$ cat src/rtl/rsq_pkg.sv
package rsq_pkg;

  typedef enum logic [1:0] {
    PH_RST  = 2'd0,
    PH_EXIT = 2'd1,
    PH_RUN  = 2'd2
  } rsq_phase_e;

  // exit step numbers; their order is the required behaviour
  localparam int unsigned STEP_PWR  = 1;
  localparam int unsigned STEP_ADDR = 2;
  localparam int unsigned STEP_SM   = 3;
  localparam int unsigned STEP_LOAD = 4;
  localparam int unsigned STEP_TX   = 5;
  localparam int unsigned STEP_PLL  = 6;
  localparam int unsigned STEP_REL  = 7;

  // counter value at which a step fires
  function automatic int unsigned step_at(int unsigned step, int unsigned gap);
    return step * gap;
  endfunction

  // true once a step has been reached in the exit sequence, or in run
  function automatic logic reached(rsq_phase_e ph, logic [31:0] cnt, logic [31:0] at);
    return (ph == PH_RUN) || ((ph == PH_EXIT) && (cnt >= at));
  endfunction

  // rising edges from source removal to MAC release
  function automatic int unsigned release_latency(int unsigned sync_stages, int unsigned gap);
    return sync_stages + step_at(STEP_REL, gap);
  endfunction

endpackage

$ cat src/rtl/rsq_sync.sv
module rsq_sync #(
  parameter int unsigned STAGES = 2
) (
  input  logic clk,
  input  logic arst,
  output logic hold
);
  logic [STAGES-1:0] sr_q;

  generate
    if (STAGES == 1) begin : g_one
      always_ff @(posedge clk or posedge arst) begin
        if (arst) sr_q <= 1'b1;
        else      sr_q <= 1'b0;
      end
    end else begin : g_chain
      always_ff @(posedge clk or posedge arst) begin
        if (arst) sr_q <= '1;
        else      sr_q <= {sr_q[STAGES-2:0], 1'b0};
      end
    end
  endgenerate

  assign hold = sr_q[STAGES-1];
endmodule

$ cat src/rtl/rsq_stepper.sv
module rsq_stepper
  import rsq_pkg::*;
#(
  parameter int unsigned GAP = 1,
  parameter int unsigned CW  = 3
) (
  input  logic          clk,
  input  logic          arst,
  input  logic          hold,
  input  logic          restart,
  output rsq_phase_e    ph,
  output logic [CW-1:0] cnt,
  output logic          last_ev
);
  localparam logic [CW-1:0] LAST = CW'(step_at(STEP_REL, GAP));

  rsq_phase_e    ph_q;
  logic [CW-1:0] cnt_q;

  assign last_ev = (ph_q == PH_EXIT) && (cnt_q == LAST) && !hold && !restart;

  always_ff @(posedge clk or posedge arst) begin
    if (arst) begin
      ph_q  <= PH_RST;
      cnt_q <= '0;
    end else if (hold || restart) begin
      ph_q  <= PH_RST;
      cnt_q <= '0;
    end else begin
      unique case (ph_q)
        PH_RST: begin
          ph_q  <= PH_EXIT;
          cnt_q <= CW'(1);
        end
        PH_EXIT: begin
          if (cnt_q == LAST) ph_q <= PH_RUN;
          else               cnt_q <= cnt_q + CW'(1);
        end
        default: ph_q <= PH_RUN;
      endcase
    end
  end

  assign ph  = ph_q;
  assign cnt = cnt_q;
endmodule

$ cat src/rtl/rsq_regs.sv
module rsq_regs #(
  parameter int unsigned         ADDR_W  = 5,
  parameter int unsigned         CFG_W   = 8,
  parameter logic [CFG_W-1:0]    CFG_DEF = 8'h35
) (
  input  logic              clk,
  input  logic              arst,
  input  logic              addr_ev,
  input  logic              load_ev,
  input  logic              sw_set,
  input  logic              done_ev,
  input  logic              hwsw_mode,
  input  logic [ADDR_W-1:0] strap_addr,
  input  logic [CFG_W-1:0]  strap_cfg,
  output logic [ADDR_W-1:0] addr_q,
  output logic [CFG_W-1:0]  cfg_q,
  output logic              sw_bit
);
  always_ff @(posedge clk or posedge arst) begin
    if (arst)         addr_q <= '0;
    else if (addr_ev) addr_q <= strap_addr;
  end

  always_ff @(posedge clk or posedge arst) begin
    if (arst)         cfg_q <= CFG_DEF;
    else if (load_ev) cfg_q <= hwsw_mode ? strap_cfg : CFG_DEF;
  end

  always_ff @(posedge clk or posedge arst) begin
    if (arst)         sw_bit <= 1'b0;
    else if (sw_set)  sw_bit <= 1'b1;
    else if (done_ev) sw_bit <= 1'b0;
  end
endmodule

$ cat src/rtl/xcvr_rst_seq.sv
module xcvr_rst_seq
  import rsq_pkg::*;
#(
  parameter int unsigned      SYNC_STAGES = 2,
  parameter int unsigned      STEP_GAP    = 1,
  parameter int unsigned      ADDR_W      = 5,
  parameter int unsigned      ADDR_LSB    = 6,
  parameter int unsigned      CFG_W       = 8,
  parameter logic [CFG_W-1:0] CFG_DEF     = 8'h35,
  parameter int unsigned      MAC_W       = 4
) (
  input  logic              clk,
  input  logic              por_n,
  input  logic              hw_rst_n,
  input  logic              sw_rst_set,
  input  logic              hwsw_mode,
  input  logic [ADDR_W-1:0] strap_addr,
  input  logic [CFG_W-1:0]  strap_cfg,
  input  logic [MAC_W-1:0]  mac_pin_in,
  input  logic [MAC_W-1:0]  core_out,
  output logic [MAC_W-1:0]  core_in,
  output logic [MAC_W-1:0]  mac_pin_out,
  output logic              tx_drv_en,
  output logic              pwr_down,
  output logic              sm_rst,
  output logic              latch_clr,
  output logic              tx_pll_resync,
  output logic              rx_pll_resync,
  output logic [15:0]       ext_ctl,
  output logic [CFG_W-1:0]  cfg_reg,
  output logic              sw_rst_bit,
  output logic              seq_done
);
  localparam int unsigned LAST_AT = step_at(STEP_REL, STEP_GAP);
  localparam int unsigned CW      = $clog2(LAST_AT + 1);
  localparam logic [31:0] AT_PWR  = 32'(step_at(STEP_PWR,  STEP_GAP));
  localparam logic [31:0] AT_ADDR = 32'(step_at(STEP_ADDR, STEP_GAP));
  localparam logic [31:0] AT_SM   = 32'(step_at(STEP_SM,   STEP_GAP));
  localparam logic [31:0] AT_LOAD = 32'(step_at(STEP_LOAD, STEP_GAP));
  localparam logic [31:0] AT_TX   = 32'(step_at(STEP_TX,   STEP_GAP));
  localparam logic [31:0] AT_PLL  = 32'(step_at(STEP_PLL,  STEP_GAP));
  localparam logic [31:0] AT_REL  = 32'(step_at(STEP_REL,  STEP_GAP));

  // named internal events, also watched by the checker
  logic          raw_rst;
  logic          hold;
  rsq_phase_e    ph;
  logic [CW-1:0] cnt;
  logic [31:0]   cnt32;
  logic          in_rst;
  logic          in_exit;
  logic          rel;
  logic          addr_ev;
  logic          load_ev;
  logic          pll_ev;
  logic          done_ev;
  logic [ADDR_W-1:0] addr_q;

  assign raw_rst = !por_n || !hw_rst_n;

  rsq_sync #(.STAGES(SYNC_STAGES)) u_sync (
    .clk  (clk),
    .arst (raw_rst),
    .hold (hold)
  );

  rsq_stepper #(.GAP(STEP_GAP), .CW(CW)) u_step (
    .clk     (clk),
    .arst    (raw_rst),
    .hold    (hold),
    .restart (sw_rst_set),
    .ph      (ph),
    .cnt     (cnt),
    .last_ev (done_ev)
  );

  assign cnt32   = 32'(cnt);
  assign in_rst  = (ph == PH_RST);
  assign in_exit = (ph == PH_EXIT);
  assign addr_ev = in_exit && (cnt32 == AT_ADDR);
  assign load_ev = in_exit && (cnt32 == AT_LOAD);
  assign pll_ev  = in_exit && (cnt32 == AT_PLL);
  assign rel     = reached(ph, cnt32, AT_REL);

  rsq_regs #(.ADDR_W(ADDR_W), .CFG_W(CFG_W), .CFG_DEF(CFG_DEF)) u_regs (
    .clk        (clk),
    .arst       (raw_rst),
    .addr_ev    (addr_ev),
    .load_ev    (load_ev),
    .sw_set     (sw_rst_set),
    .done_ev    (done_ev),
    .hwsw_mode  (hwsw_mode),
    .strap_addr (strap_addr),
    .strap_cfg  (strap_cfg),
    .addr_q     (addr_q),
    .cfg_q      (cfg_reg),
    .sw_bit     (sw_rst_bit)
  );

  assign pwr_down      = !reached(ph, cnt32, AT_PWR);
  assign sm_rst        = !reached(ph, cnt32, AT_SM);
  assign tx_drv_en     = reached(ph, cnt32, AT_TX);
  assign latch_clr     = in_rst;
  assign tx_pll_resync = pll_ev;
  assign rx_pll_resync = pll_ev;
  assign seq_done      = (ph == PH_RUN);
  assign core_in       = rel ? mac_pin_in : '0;
  assign mac_pin_out   = rel ? core_out : '0;

  always_comb begin
    ext_ctl = '0;
    ext_ctl[ADDR_LSB +: ADDR_W] = addr_q;
  end
endmodule

$ cat config.mk
export PLATFORM = sky130hd
export DESIGN_NAME = xcvr_rst_seq
export DESIGN_NICKNAME = d
export VERILOG_FILES = /design/src/rtl/rsq_pkg.sv /design/src/rtl/rsq_sync.sv /design/src/rtl/rsq_stepper.sv /design/src/rtl/rsq_regs.sv /design/src/rtl/xcvr_rst_seq.sv
export SDC_FILE = /design/constraint.sdc
export NUM_CORES = 1
export LEC_CHECK = 0
export ABC_AREA = 0
export ABC_CLOCK_PERIOD_IN_PS = 2100
export BUFFER_PORTS_ARGS = -buffer_cell sky130_fd_sc_hd__clkbuf_2
export CAP_MARGIN = 30
export CORE_ASPECT_RATIO = 0.5
export CORE_MARGIN = 10
export CORE_UTILIZATION = 42
export DETAILED_ROUTE_END_ITERATION = 7
export PLACE_DENSITY_LB_ADDON = 0.25
export SLEW_MARGIN = 0
export SYNTH_ARGS = -nofsm -noshare
export SYNTH_HDL_FRONTEND = slang
export SYNTH_SLANG_ARGS = --single-unit
$ cat constraint.sdc
create_clock -name clk -period 2.1 [get_ports clk]
set_clock_uncertainty 0.2 [all_clocks]
set_input_delay 0 -clock clk [delete_from_list [all_inputs] [get_ports clk]]
set_output_delay 0 -clock clk [all_outputs]
set_load 0.01 [all_outputs]
# After elaboration in Yosys (flattened, before gate mapping)
# Cells that the tools add are included.
totals:
  output_inout_bits: 40
  reg_bits: 21
  word_cells: 56
  input_bits: 26
op_classes:
  n_lt_le_gt_ge: 4
  mux: 11
  eq_ne: 8
  addsub: 1
  n_reduce_logical: 26
ops:
  columns: ["operator", "count"]
  rows:
  - ["1-bit logical AND", 10]
  - ["3-bit == test, second input constant", 3]
  - ["4-bit 2-to-1 mux", 2]
  - ["8-bit 2-to-1 mux", 1]
  - ["3-bit greater-or-equal comparator, second input constant", 2]
  - ["1-bit logical NOT", 6]
  - ["1-bit logical OR", 6]
  - ["3-bit 2-to-1 mux", 2]
  - ["3-bit one-hot mux with 2 select lines", 1]
  - ["2-bit 2-to-1 mux", 2]
  - ["2-bit one-hot mux with 2 select lines", 1]
  - ["3-bit by 1-bit adder with 3-bit output, second input constant", 1]
  - ["3-bit by 2-bit == test with 1-bit output, second input constant", 1]
  - ["3-bit by 1-bit greater-or-equal comparator with 1-bit output, second input constant", 1]
  - ["3-bit by 2-bit greater-or-equal comparator with 1-bit output, second input constant", 1]
  - ["3-bit by 1-bit != test with 1-bit output, second input constant", 1]
  - ["3-bit by 2-bit != test with 1-bit output, second input constant", 1]
  - ["3-bit nonzero test", 1]
  - ["2-bit by 1-bit == test with 1-bit output, second input constant", 1]
  - ["2-bit == test, second input constant", 1]
  - ["2-bit logical NOT", 1]
  - ["1-bit 2-to-1 mux", 2]
  - ["2-bit AND reduction", 1]
  - ["2-bit nonzero test", 1]

# Logic depth before layout (Yosys ltp)
# Gate-level depths: netlist of run 1.
logic_depth:
  depth_word: 6
  ltp_mapped: 5

# Modules after synthesis
# A second synthesis of run 1 with hierarchy kept.
unflattened:
  cells_unflattened: 116
  hier_area_um2: 1227.4
modules_own_cells:
  columns: ["module", "cells_per_inst", "instances", "area_each_um2"]
  rows:
  - ["rsq_regs", 40, 1, 534.3]
  - ["xcvr_rst_seq", 48, 1, 377.9]
  - ["rsq_stepper", 24, 1, 255.2]
  - ["rsq_sync", 4, 1, 60.1]

# Worst setup path after synthesis of run 1
# Ideal clock, no wire load.
synth_timing:
  path_kind: "reg-to-reg"
  start: "register u_step.cnt_q[0], in the netlist u_step.cnt[0]"
  end: "register u_step.cnt_q[2], in the netlist u_step.cnt[2]"
  path_stages_with_launch: 5
  setup_ps: 94
  period_less_slack_ps: 1728
  path_slack_ps: 372
  arrival_ps: 1435
  n_path_buf: 0
  cell_sequence: "dfrtp_1 ha_1 ha_1 or3_1 a211oi_1"
synth_via:
  elab_chain_cells: 4
  word_cells_on_any_way: 7
synth_lines:
  columns: ["item", "line", "rtl"]
  rows:
  - ["from (decl)", "rsq_stepper.sv:18", "logic [CW-1:0] cnt_q;"]
  - ["from (signal assigned)", "rsq_stepper.sv:37", "else cnt_q <= cnt_q + CW'(1);"]
  - ["3-bit by 1-bit adder with 3-bit output", "rsq_stepper.sv:37", null]
  - ["3-bit 2-to-1 mux", "rsq_stepper.sv:36", "if (cnt_q == LAST) ph_q <= PH_RUN;"]
  - ["3-bit one-hot mux with 2 select lines", "rsq_stepper.sv:30", "unique case (ph_q)"]
  - ["3-bit 2-to-1 mux", "rsq_stepper.sv:26", "end else if (hold || restart) begin"]
# Parallel ways exist; a longest one is shown, timed or not. The select of a mux whose other input is x is not followed.
# A chain may end at the register's enable or synchronous reset.

# Worst setup path in the final report of run 1
layout_timing:
  start: "register u_step.cnt_q[0], in the netlist u_step.cnt[0]"
  end: "output core_in[3]"
layout_via:
  elab_chain_cells: 4
layout_lines:
  columns: ["item", "line", "rtl"]
  rows:
  - ["3-bit greater-or-equal comparator", "rsq_pkg.sv:25", "return (ph == PH_RUN) || ((ph == PH_EXIT) && (cnt >= at));"]
  - ["1-bit logical AND", "rsq_pkg.sv:25", null]
  - ["1-bit logical OR", "rsq_pkg.sv:25", null]
  - ["4-bit 2-to-1 mux", "xcvr_rst_seq.sv:107", "assign core_in = rel ? mac_pin_in : '0;"]
  - ["to (decl)", "xcvr_rst_seq.sv:21", "output logic [MAC_W-1:0] core_in,"]
# No other way between the ends.

==> impl_metrics.tcl, run 1 <==
set metrics [dict create \
    cellLeakagePower_nw 0.938 \
    timing.critical_path.depth 5 \
    syn_inst 122 \
    pin_count 66 \
    pwr_density_cell_nw_per_um2 444 \
    grt.met2_usage_pct 17.7 \
    clockRootBuffer "sky130_fd_sc_hd__clkbuf_8" \
    worst_skew_pair.late_latency_ps 260 \
    arrival_ps 1730 \
    chipWidth_um 99.1 \
    wire_length_of_the_first_global_routing_pass_um 5200 \
    first_pass_iters 4 \
    element_type_at_the_critical_path_start "flop" \
    final.min_clock_period_ps 1930 \
    cts.reportedPaths.clkPinSlew_ps 80 \
    clock_sink_count 21 \
    finalWirelength_um 3190 \
    highest_cell_delay_on_the_worst_timing_path_ps 440 \
    unrepaired_setup_endpoints_after_global_routing "no" \
    synth_edf_count 0 \
    rows 14 \
    synth_area_um2 1320 \
    dpl-instance-area_um2 1560 \
    ir_worst_vdd_mv 0.427 \
    globalRouteOverflowTotal 0 \
    finalHoldViolations 0 \
    number_of_cells_on_the_worst_hold_path 4 \
    netlist-cell-type-count 34 \
    floorplan.die_area_um2 5900 \
    met3_usage_pct 6.52 \
    drtAntennaViolNets 0 \
    detail_route.drc_violations 0 \
    globalRoute.busiestLayer "met2" \
    family_with_the_most_delay_on_the_worst_path "flip-flops" \
    finalSetupViolCount 0 \
    antenna_cells_inserted 0 \
    max_slew_margin_pct 64.4 \
    detail_route.vias_per_cell 4.63 \
    worst_r2r_path_depth 4 \
    first_iter_violations 25 \
    area_delta_synth_final_pct 40.3 \
    layout_worst_path_cycle_share_pct 91.8 \
    design.final.nets 233 \
    clockBufferDepth 2 \
    ys_seq_elements 21 \
    tritoncts "yes" \
    worstPathMaxFanout 9 \
    critPathCaptureType "primary output" \
    whs_ps 68.3 \
    htree_levels 1 \
    fill_cells 267 \
    core_area_um2 3000 \
    hold_path_class "in2out" \
    asyncSetResetFlopFracSynth_pct 100 \
    grt_start_max_net_pins 22 \
    numCtsBuffers 3 \
    post_drt_wl_per_cell_um 13.3 \
    tns_ps 0 \
    number_of_global_route_vias_before_repair 1098 \
    start_util_pct 43.9 \
    required_arrival_time_at_the_worst_endpoint_ps 1900 \
    antenna_violations_before_repair 0 \
    worstPathCellList "ha_1 > ha_2 > inv_1 > a311oi_1 > clkbuf_2" \
    final_max_slew_violation_count 0 \
    timing.critical_path.buf_inv 2 \
    dp_hpwl_um 2440 \
    post-synth-top-area-fraction_pct 28.5 \
    final_layout_size_suffix_gt1_share_pct 41.0 \
    grt_use_met1_pct 11.3 \
    postSynthAreaPerCell_um2 10.8 \
    synth.area.top_cells "sky130_fd_sc_hd__dfrtp_1, sky130_fd_sc_hd__dfstp_2, sky130_fd_sc_hd__buf_4" \
    path_class "reg2out" \
    vias 1110 \
    worst_slew_pin_slew_ps 533 \
    post_layout_instance_area_um2 1850 \
    max_clock_freq_mhz 519 \
    seq_area_frac_synth_pct 40.5 \
    critical-path-slowest-cell "sky130_fd_sc_hd__dfrtp_2" \
    place.gp.congestion 0.811 \
    cap_viol_max_count 0 \
    ys_dominant_reg_cell "sky130_fd_sc_hd__dfrtp_1" \
    chipHeight_um 59.6 \
    gr_util_all_layers_pct 10.7 \
    synth_warnings 0 \
    result_of_the_run "finished, final reports clean" \
    synth_area_leader_cell "sky130_fd_sc_hd__dfrtp_1" \
    post_cts_buffers 0 \
    io_buffer_count 54 \
]
==> where the power goes <==
part | leakage (nW) | switching (mW) | internal, mW | total (mW)
Clock | 0.0228 | 0.127 | 0.135 | 0.262
Sequential | 0.246 | 0.0108 | 0.419 | 0.429
Combinational | 0.669 | 0.0555 | 0.0722 | 0.128
==> flip-flops by register name (all words and copies together) (netlist names) <==
| signal | count |
|---|---|
| u_regs.cfg_q | 8 |
| u_regs.addr_q | 5 |
| u_step.cnt | 3 |
| u_step.ph | 2 |
| u_sync.sr_q | 2 |
| u_regs.sw_bit | 1 |
==> timing repair <==
action	CTS	global route
gates resized for setup	0	3
hold endpoints to repair	40	0
endpoints found under the setup margin	0	8
hold buffers	24	0
==> worst reg2reg max path: cells and delay by family, from the launching register on <==
family / cells / cell delay [ps]
multiplexers: 1 / 350
adder cells (fa/ha/maj): 1 / 150
flip-flops: 1 / 460
buffers and inverters: 1 / 100
AND/OR/NAND/NOR: 1 / 540
==> layout by cell type, fill, tap and decap left out, types with 4 or more instances in the layout <==
cell	netlist	layout
sky130_fd_sc_hd__a21oi_1	4	4
sky130_fd_sc_hd__a311oi_1	8	8
sky130_fd_sc_hd__nand2b_1	5	5
sky130_fd_sc_hd__clkbuf_2	0	54
sky130_fd_sc_hd__mux2i_1	4	4
sky130_fd_sc_hd__dlygate4sd3_1	0	24
sky130_fd_sc_hd__mux2_2	5	5
sky130_fd_sc_hd__dfrtp_1	15	13
sky130_fd_sc_hd__mux2_4	4	4
sky130_fd_sc_hd__ha_1	6	5
sky130_fd_sc_hd__inv_1	17	17
sky130_fd_sc_hd__dfstp_2	6	6
sky130_fd_sc_hd__conb_1	1	12
sky130_fd_sc_hd__nand2_1	4	4
==> cells by family (layout without fill, tap and decap cells) <==
family	after synthesis	after routing	synth area share, %
buf+inv	34	101	15.2
simple gates	27	27	14.2
flops	21	21	40.5
compound gates	19	19	10.9
mux	13	13	11.9
fa+ha+maj	6	6	5.71
other cells	1	12	0.285
xor+xnor	1	1	1.24
==> per-layer routing <==
metal / routed length, µm / share of wire [%]
met5: 0 / 0
met2: 1350 / 42
met4: 27 / 0.85
met1: 1350 / 42
met3: 459 / 14
==> cell type report <==
type | instances | area (µm²) | area share [%]
well taps | 40 | 50.0 | 2.71
flip-flops and latches | 21 | 536 | 29.0
inverters | 17 | 63.8 | 3.46
multi-input cells | 78 | 626 | 33.9
repair buffers | 80 | 526 | 28.5
clock buffers | 4 | 45.0 | 2.44
==> worst paths after layout <==
kind                                                 from                          end  slack (ps)
worst max-delay path            u_step.cnt[0]$_DFFE_PP0P_                   core_in[3]         170
worst min-delay path                        mac_pin_in[0]                   core_in[0]          70
max in group asynchronous                        hw_rst_n     u_sync.sr_q[0]$_DFF_PP1_         760
worst max register to register  u_step.cnt[0]$_DFFE_PP0P_  u_regs.cfg_q[2]$_DFFE_PP1P_         230
worst min register to register   u_sync.sr_q[0]$_DFF_PP1_     u_sync.sr_q[1]$_DFF_PP1_         150
min in group asynchronous                           por_n     u_step.ph[0]$_DFFE_PP0P_         140
==> per-stage QoR <==
stage / setup WS, ps / instances / util (%) / power, mW
after floorplan: 372 / 133 / - / 0.501
after global placement: 275 / 212 / 51.9 / 0.528
after detailed placement: 220 / 212 / 51.9 / 0.530
after CTS: 10.8 / 240 / 61.4 / 0.830
after global routing: 0.721 / 240 / 61.6 / 0.861
final: 173 / 240 / 61.6 / 0.819
==> cell usage after synthesis, types with 3 or more instances <==
master	number
sky130_fd_sc_hd__nand2_1	4
sky130_fd_sc_hd__nand2b_1	5
sky130_fd_sc_hd__mux2_2	5
sky130_fd_sc_hd__mux2_4	4
sky130_fd_sc_hd__mux2i_1	4
sky130_fd_sc_hd__a21oi_1	4
sky130_fd_sc_hd__dfrtp_1	15
sky130_fd_sc_hd__nand4bb_1	3
sky130_fd_sc_hd__ha_1	6
sky130_fd_sc_hd__buf_4	13
sky130_fd_sc_hd__inv_1	17
sky130_fd_sc_hd__a311oi_1	8
sky130_fd_sc_hd__buf_6	3
sky130_fd_sc_hd__dfstp_2	6
sky130_fd_sc_hd__nor2_1	3
Power figures use the tool's default switching activity.
==> run 2, diff against run 1 <==
ABC_CLOCK_PERIOD_IN_PS = 2500   (was 2100)
clock period = 2.5 ns   (was 2.1 ns; I/O delays follow)
==> run 2 against run 1 <==
  * Power down 15%
  * Critical path depth is the same
  * Final cell count down 0.42%
  * Wire length increased by 4.6%
  * Combinational power is 16% lower
  * Register-to-register slack gained 420 ps
  * Final area is 0.34% lower
  * Sequential share of layout area barely moved
  * Sequential cell count stayed put
  * Core utilization decreased by 0.21 points
  * Clock power shrank 12%
  * Die area stayed put
  * Critical endpoint is now core_in[2]
==> impl_metrics.tcl, run 2 (synthesis gave the netlist of run 1 again) <==
set metrics [dict create \
    chipWidth_um 99.1 \
    cap_viol_max_count 0 \
    pwr_density_cell_nw_per_um2 380 \
    required_arrival_time_at_the_worst_endpoint_ps 2300 \
    number_of_global_route_vias_before_repair 1137 \
    unrepaired_setup_endpoints_after_global_routing "no" \
    dp_hpwl_um 2480 \
    result_of_the_run "finished, final reports clean" \
    arrival_ps 1890 \
    final.min_clock_period_ps 2090 \
    timing.hold.worst_endpoint "core_in[0]" \
    design.final.nets 232 \
    antenna_violations_before_repair 0 \
    start_util_pct 43.9 \
    capture_point_of_the_worst_reg_to_reg_path "u_regs.cfg_q[0]$_DFFE_PP1P_" \
    reg2reg_from "u_step.cnt[0]$_DFFE_PP0P_" \
    detail_route.vias_per_cell 4.67 \
    antenna_cells_inserted 0 \
    top_register "u_regs.cfg_q" \
    globalRouteOverflowTotal 0 \
    floorplan.die_area_um2 5900 \
    core_area_um2 3000 \
    final_layout_size_suffix_gt1_share_pct 39.2 \
    largest_register_ffs 8 \
    worst_slew_pin_slew_ps 684 \
    post_cts_buffers 0 \
    hp-start "mac_pin_in[0]" \
    worst_skew_pair.late_latency_ps 260 \
    detail_route.drc_violations 0 \
    layout_worst_path_cycle_share_pct 83.4 \
    tritoncts "yes" \
    place.gp.congestion 0.837 \
    wire_length_of_the_first_global_routing_pass_um 5640 \
    critical-path-slowest-cell "sky130_fd_sc_hd__dfrtp_1" \
    gr_util_all_layers_pct 11.6 \
    numCtsBuffers 3 \
    vias 1116 \
    worst_r2r_path_depth 4 \
    power.total_uw 699 \
    critPathCaptureType "primary output" \
    tns_ps 0 \
    path_class "reg2out" \
    post_drt_wl_per_cell_um 14.0 \
    worst-r2r-setup-slack_ps 650 \
    chipHeight_um 59.6 \
    finalSetupViolCount 0 \
    first_iter_violations 35 \
    clock_sink_count 21 \
    crit_top_cell "sky130_fd_sc_hd__ha_1" \
    area_delta_synth_final_pct 39.9 \
    fill_cells 267 \
    highest_cell_delay_on_the_worst_timing_path_ps 480 \
    drtAntennaViolNets 0 \
    max_clock_freq_mhz 479 \
    hold_path_class "in2out" \
    number_of_cells_on_the_worst_hold_path 4 \
    max_slew_margin_pct 54.2 \
    cellLeakagePower_nw 0.937 \
    regArea_um2 533 \
    pin_count 66 \
    element_type_at_the_critical_path_start "flop" \
    rows 14 \
    grt_start_max_net_pins 16 \
    clockRootBuffer "sky130_fd_sc_hd__clkbuf_8" \
    worstPathMaxFanout 9 \
    htree_levels 1 \
    finalHoldViolations 0 \
    multiInputGateArea_um2 623 \
    worstPathCellList "ha_1 > ha_1 > inv_1 > a311oi_1 > clkbuf_2" \
    finalWirelength_um 3340 \
    first_pass_iters 3 \
    final_max_slew_violation_count 0 \
    mostFrequentLayoutCell "sky130_fd_sc_hd__clkbuf_2" \
    io_buffer_count 54 \
    most_frequent_cells_in_the_layout "sky130_fd_sc_hd__clkbuf_2, sky130_fd_sc_hd__dlygate4sd3_1, sky130_fd_sc_hd__inv_1" \
    cts.reportedPaths.clkPinSlew_ps 80 \
    ir_worst_vdd_mv 0.250 \
    clockBufferDepth 2 \
]
run 2: cell count changes in the layout (fill, tap and decap cells not counted):
| cell | before | now |
|---|---|---|
| sky130_fd_sc_hd__clkinvlp_4 | 0 | 1 |
| sky130_fd_sc_hd__dlygate4sd3_1 | 24 | 25 |
| sky130_fd_sc_hd__ha_1 | 5 | 6 |
| sky130_fd_sc_hd__dfrtp_2 | 2 | 0 |
| sky130_fd_sc_hd__dfrtp_1 | 13 | 15 |
| sky130_fd_sc_hd__ha_2 | 1 | 0 |
| sky130_fd_sc_hd__buf_4 | 2 | 0 |
| sky130_fd_sc_hd__clkbuf_1 | 1 | 0 |
run 2: where the power goes:
group,switching [mW],internal [mW],leakage [nW],total (mW)
logic,0.0471,0.0607,0.666,0.108
registers,0.00923,0.351,0.249,0.361
clock network,0.118,0.113,0.0217,0.230
total,0.174,0.525,0.937,0.699
run 2: worst max path at each step:
stage / endpoint / slack, ps / cells past startpoint / from
floorplan: u_step.cnt[2]$_DFFE_PP0P_ / 770 / 4 / u_step.cnt[0]$_DFFE_PP0P_
global placement: u_regs.cfg_q[2]$_DFFE_PP1P_ / 700 / 4 / u_step.cnt[0]$_DFFE_PP0P_
detailed placement: u_regs.cfg_q[5]$_DFFE_PP1P_ / 660 / 4 / u_step.cnt[0]$_DFFE_PP0P_
CTS: mac_pin_out[0] / 400 / 5 / u_step.cnt[0]$_DFFE_PP0P_
global route: mac_pin_out[0] / 160 / 5 / u_step.cnt[0]$_DFFE_PP0P_
finish: core_in[2] / 410 / 5 / u_step.cnt[0]$_DFFE_PP0P_
run 2: per-layer routing:
metal / track usage, % / vias to the layer above / share of wire (%)
met3: 5.59 / 2 / 11
li1: - / 557 / -
met5: 0 / - / 0
met2: 19.0 / 48 / 43
met4: 3.04 / 0 / 0.81
met1: 13.4 / 509 / 44
run 2: cell type report:
cell class	count	area share (%)
clock buffers	3	2.24
clock inverters	1	0.408
inverters	17	3.47
multi-input cells	78	33.9
flip-flops and latches	21	29.0
well taps	40	2.72
repair buffers	79	28.3
run 2: stage by stage:
stage                     cells  area (µm²)  hold WS, ps  setup WS [ps]  utilization, %
after floorplan             133        1360         -121            772               -
after global placement      210        1540         32.6            697            51.4
after detailed placement    210        1540         35.4            659            51.4
after CTS                   239        1840         72.3            402            61.4
after global routing        239        1840          102            163            61.4
final                       239        1840         69.3            414            61.4
run 2: timing repair:
item | 4_1_cts | 5_1_grt
hold buffers | 25 | 0
endpoints found under the hold margin | 34 | 0
resized for setup | 0 | 0
run 2: worst max-delay path: cells and delay by family, from the launching register on:
kind	cells	cell delay, ps
buffers and inverters	2	360
AOI/OAI and AO/OA	1	290
adders and majority gates	2	490
DFF	1	480
==> run 3, diff against run 2 <==
ABC_CLOCK_PERIOD_IN_PS = 1820   (was 2500)
CORE_UTILIZATION = 41   (was 42)
clock period = 1.82 ns   (was 2.5 ns; I/O delays follow)
==> run 3 against run 2 <==
  * The run now ends with setup timing left
  * Core utilization is 2.8 points higher
  * Final area is 5.8% higher
  * Clock power rose by 27%
  * Via count rose by 2.0%
  * Wire length shrank 3.7%
  * Final cell count up 3.3%
  * First-iteration DRC count down 43%
  * Clock-buffer cell count increased by 1
  * Critical path type unchanged
  * Largest cell class unchanged
==> impl_metrics.tcl, run 3 (synthesis gave the netlist of run 1 again) <==
set metrics [dict create \
    result_of_the_run "finished, violations left" \
    violated_checks "setup timing" \
    required_arrival_time_at_the_worst_endpoint_ps 1620 \
    critical-path-slowest-cell "sky130_fd_sc_hd__dfrtp_2" \
    chipWidth_um 100 \
    path_class "reg2out" \
    area_delta_synth_final_pct 48.0 \
    ir_worst_vdd_mv 0.588 \
    unrepaired_setup_endpoints_after_global_routing "yes" \
    detail_route.drc_violations 0 \
    drtAntennaViolNets 0 \
    grt_start_max_net_pins 22 \
    chipHeight_um 60.0 \
    pin_count 66 \
    power.total_uw 946 \
    top_register "u_regs.cfg_q" \
    cellLeakagePower_nw 0.981 \
    clockRootBuffer "sky130_fd_sc_hd__clkbuf_8" \
    core_area_um2 3030 \
    element_type_at_the_critical_path_start "flop" \
    wire_length_of_the_first_global_routing_pass_um 5070 \
    tns_ps -115 \
    detail_route.vias_per_cell 4.61 \
    number_of_global_route_vias_before_repair 1102 \
    largest_register_ffs 8 \
    whs_ps 67.7 \
    htree_levels 1 \
    floorplan.die_area_um2 6010 \
    finalWirelength_um 3210 \
    worst_skew_pair.late_latency_ps 250 \
    design.final.nets 240 \
    most_frequent_cells_in_the_layout "sky130_fd_sc_hd__clkbuf_2, sky130_fd_sc_hd__dlygate4sd3_1, sky130_fd_sc_hd__inv_1" \
    highest_cell_delay_on_the_worst_timing_path_ps 440 \
    antenna_violations_before_repair 0 \
    hold_path_class "in2out" \
    arrival_ps 1670 \
    cts.reportedPaths.clkPinSlew_ps 70 \
    critPathCaptureType "primary output" \
    worstPathCellList "buf_6 > ha_4 > or4_4 > a21oi_2 > buf_2" \
    place.gp.congestion 0.772 \
    io_buffer_count 54 \
    final_max_slew_violation_count 0 \
    family_with_the_most_delay_on_the_worst_path "flip-flops" \
    final_layout_size_suffix_gt1_share_pct 45.4 \
    tritoncts "yes" \
    layout_worst_path_cycle_share_pct 103 \
    pwr_density_cell_nw_per_um2 486 \
    numCtsBuffers 3 \
    post_drt_wl_per_cell_um 13.0 \
    layout_setup_ws_ps -52.3 \
    first_iter_violations 20 \
    globalRouteOverflowTotal 0 \
    worstPathMaxFanout 5 \
    start_util_pct 43.4 \
    clock_sink_count 21 \
    finalHoldViolations 0 \
    max_clock_freq_mhz 534 \
    antenna_cells_inserted 0 \
    finalSetupViolCount 3 \
    timing.critical_path.buf_inv 2 \
    dp_hpwl_um 2440 \
    cap_viol_max_count 0 \
    gr_util_all_layers_pct 10.2 \
    first_pass_iters 4 \
    mostFrequentLayoutCell "sky130_fd_sc_hd__clkbuf_2" \
    rows 14 \
    final.min_clock_period_ps 1870 \
    clockBufferDepth 2 \
    vias 1138 \
    dpl_worst_slack_ps 47.3 \
]
[run 3: cell types whose count changed in the layout (fill, tap and decap cells not counted), moves of 2 or more]
| cell | before | now |
|---|---|---|
| sky130_fd_sc_hd__buf_2 | 0 | 2 |
| sky130_fd_sc_hd__buf_4 | 0 | 7 |
| sky130_fd_sc_hd__buf_6 | 0 | 2 |
| sky130_fd_sc_hd__clkbuf_2 | 54 | 51 |
| sky130_fd_sc_hd__dfrtp_1 | 15 | 13 |
| sky130_fd_sc_hd__dfrtp_2 | 0 | 2 |
| sky130_fd_sc_hd__ha_1 | 6 | 4 |
[run 3: cell type report]
cell class / instances / area (µm²)
Multi-Input combinational cell: 78 / 651
Clock buffer: 4 / 45.0
Fill cell: 263 / 1080
Sequential cell: 21 / 536
Tap cell: 40 / 50.0
Timing Repair Buffer: 87 / 601
Inverter: 17 / 63.8
[run 3: where the power goes]
part | total [mW] | internal, mW | switching (mW) | leakage [nW]
Sequential | 0.493 | 0.483 | 0.0100 | 0.246
Clock | 0.292 | 0.156 | 0.136 | 0.0228
Combinational | 0.161 | 0.0915 | 0.0696 | 0.711
Total | 0.946 | 0.730 | 0.216 | 0.981
[run 3: through the flow]
step / cells / area (µm²) / util (%)
after detailed placement: 216 / 1600 / 52.7
after global placement: 216 / 1600 / 52.7
after global routing: 247 / 1950 / 64.2
after CTS: 245 / 1910 / 63.2
final: 247 / 1950 / 64.2
after floorplan: 133 / 1360 / -
[run 3: worst reg2reg max path, stage by stage, from the launching register on]
cell and delay, ps:
sky130_fd_sc_hd__dfrtp_2 440, sky130_fd_sc_hd__ha_1 240, sky130_fd_sc_hd__ha_2 200, sky130_fd_sc_hd__buf_4 150
sky130_fd_sc_hd__a21oi_1 250, sky130_fd_sc_hd__o22ai_1 130
[run 3: final timing paths]
| path | start | to | slack, ps | cells after the start |
|---|---|---|---|---|
| hold / removal | mac_pin_in[1] | core_in[1] | 70 | 4 |
| min in group asynchronous | por_n | u_regs.cfg_q[7]$_DFFE_PP0P_ | 150 | 4 |
| setup / recovery | u_step.cnt[0]$_DFFE_PP0P_ | pwr_down | -50 | 5 |
| max in group asynchronous | hw_rst_n | u_sync.sr_q[0]$_DFF_PP1_ | 460 | 5 |
| setup reg to reg | u_step.cnt[0]$_DFFE_PP0P_ | u_step.cnt[1]$_DFFE_PP0P_ | 80 | 5 |
| hold reg to reg | u_sync.sr_q[0]$_DFF_PP1_ | u_sync.sr_q[1]$_DFF_PP1_ | 150 | 0 |
[run 3: layer usage]
metal | up-vias | share of wire (%) | GRT usage, %
li1 | 569 | - | -
met1 | 519 | 42 | 11.1
met2 | 48 | 45 | 17.2
met3 | 2 | 12 | 5.52
met4 | 0 | 0.87 | 3.00
met5 | - | 0 | 0
[run 3: timing repair]
item	4_1_cts	5_1_grt
pin swaps	3	3
endpoints found under the hold margin	40	0
hold buffers	24	0
resized for setup	7	8
endpoints found under the setup margin	11	12
buffers inserted	1	2
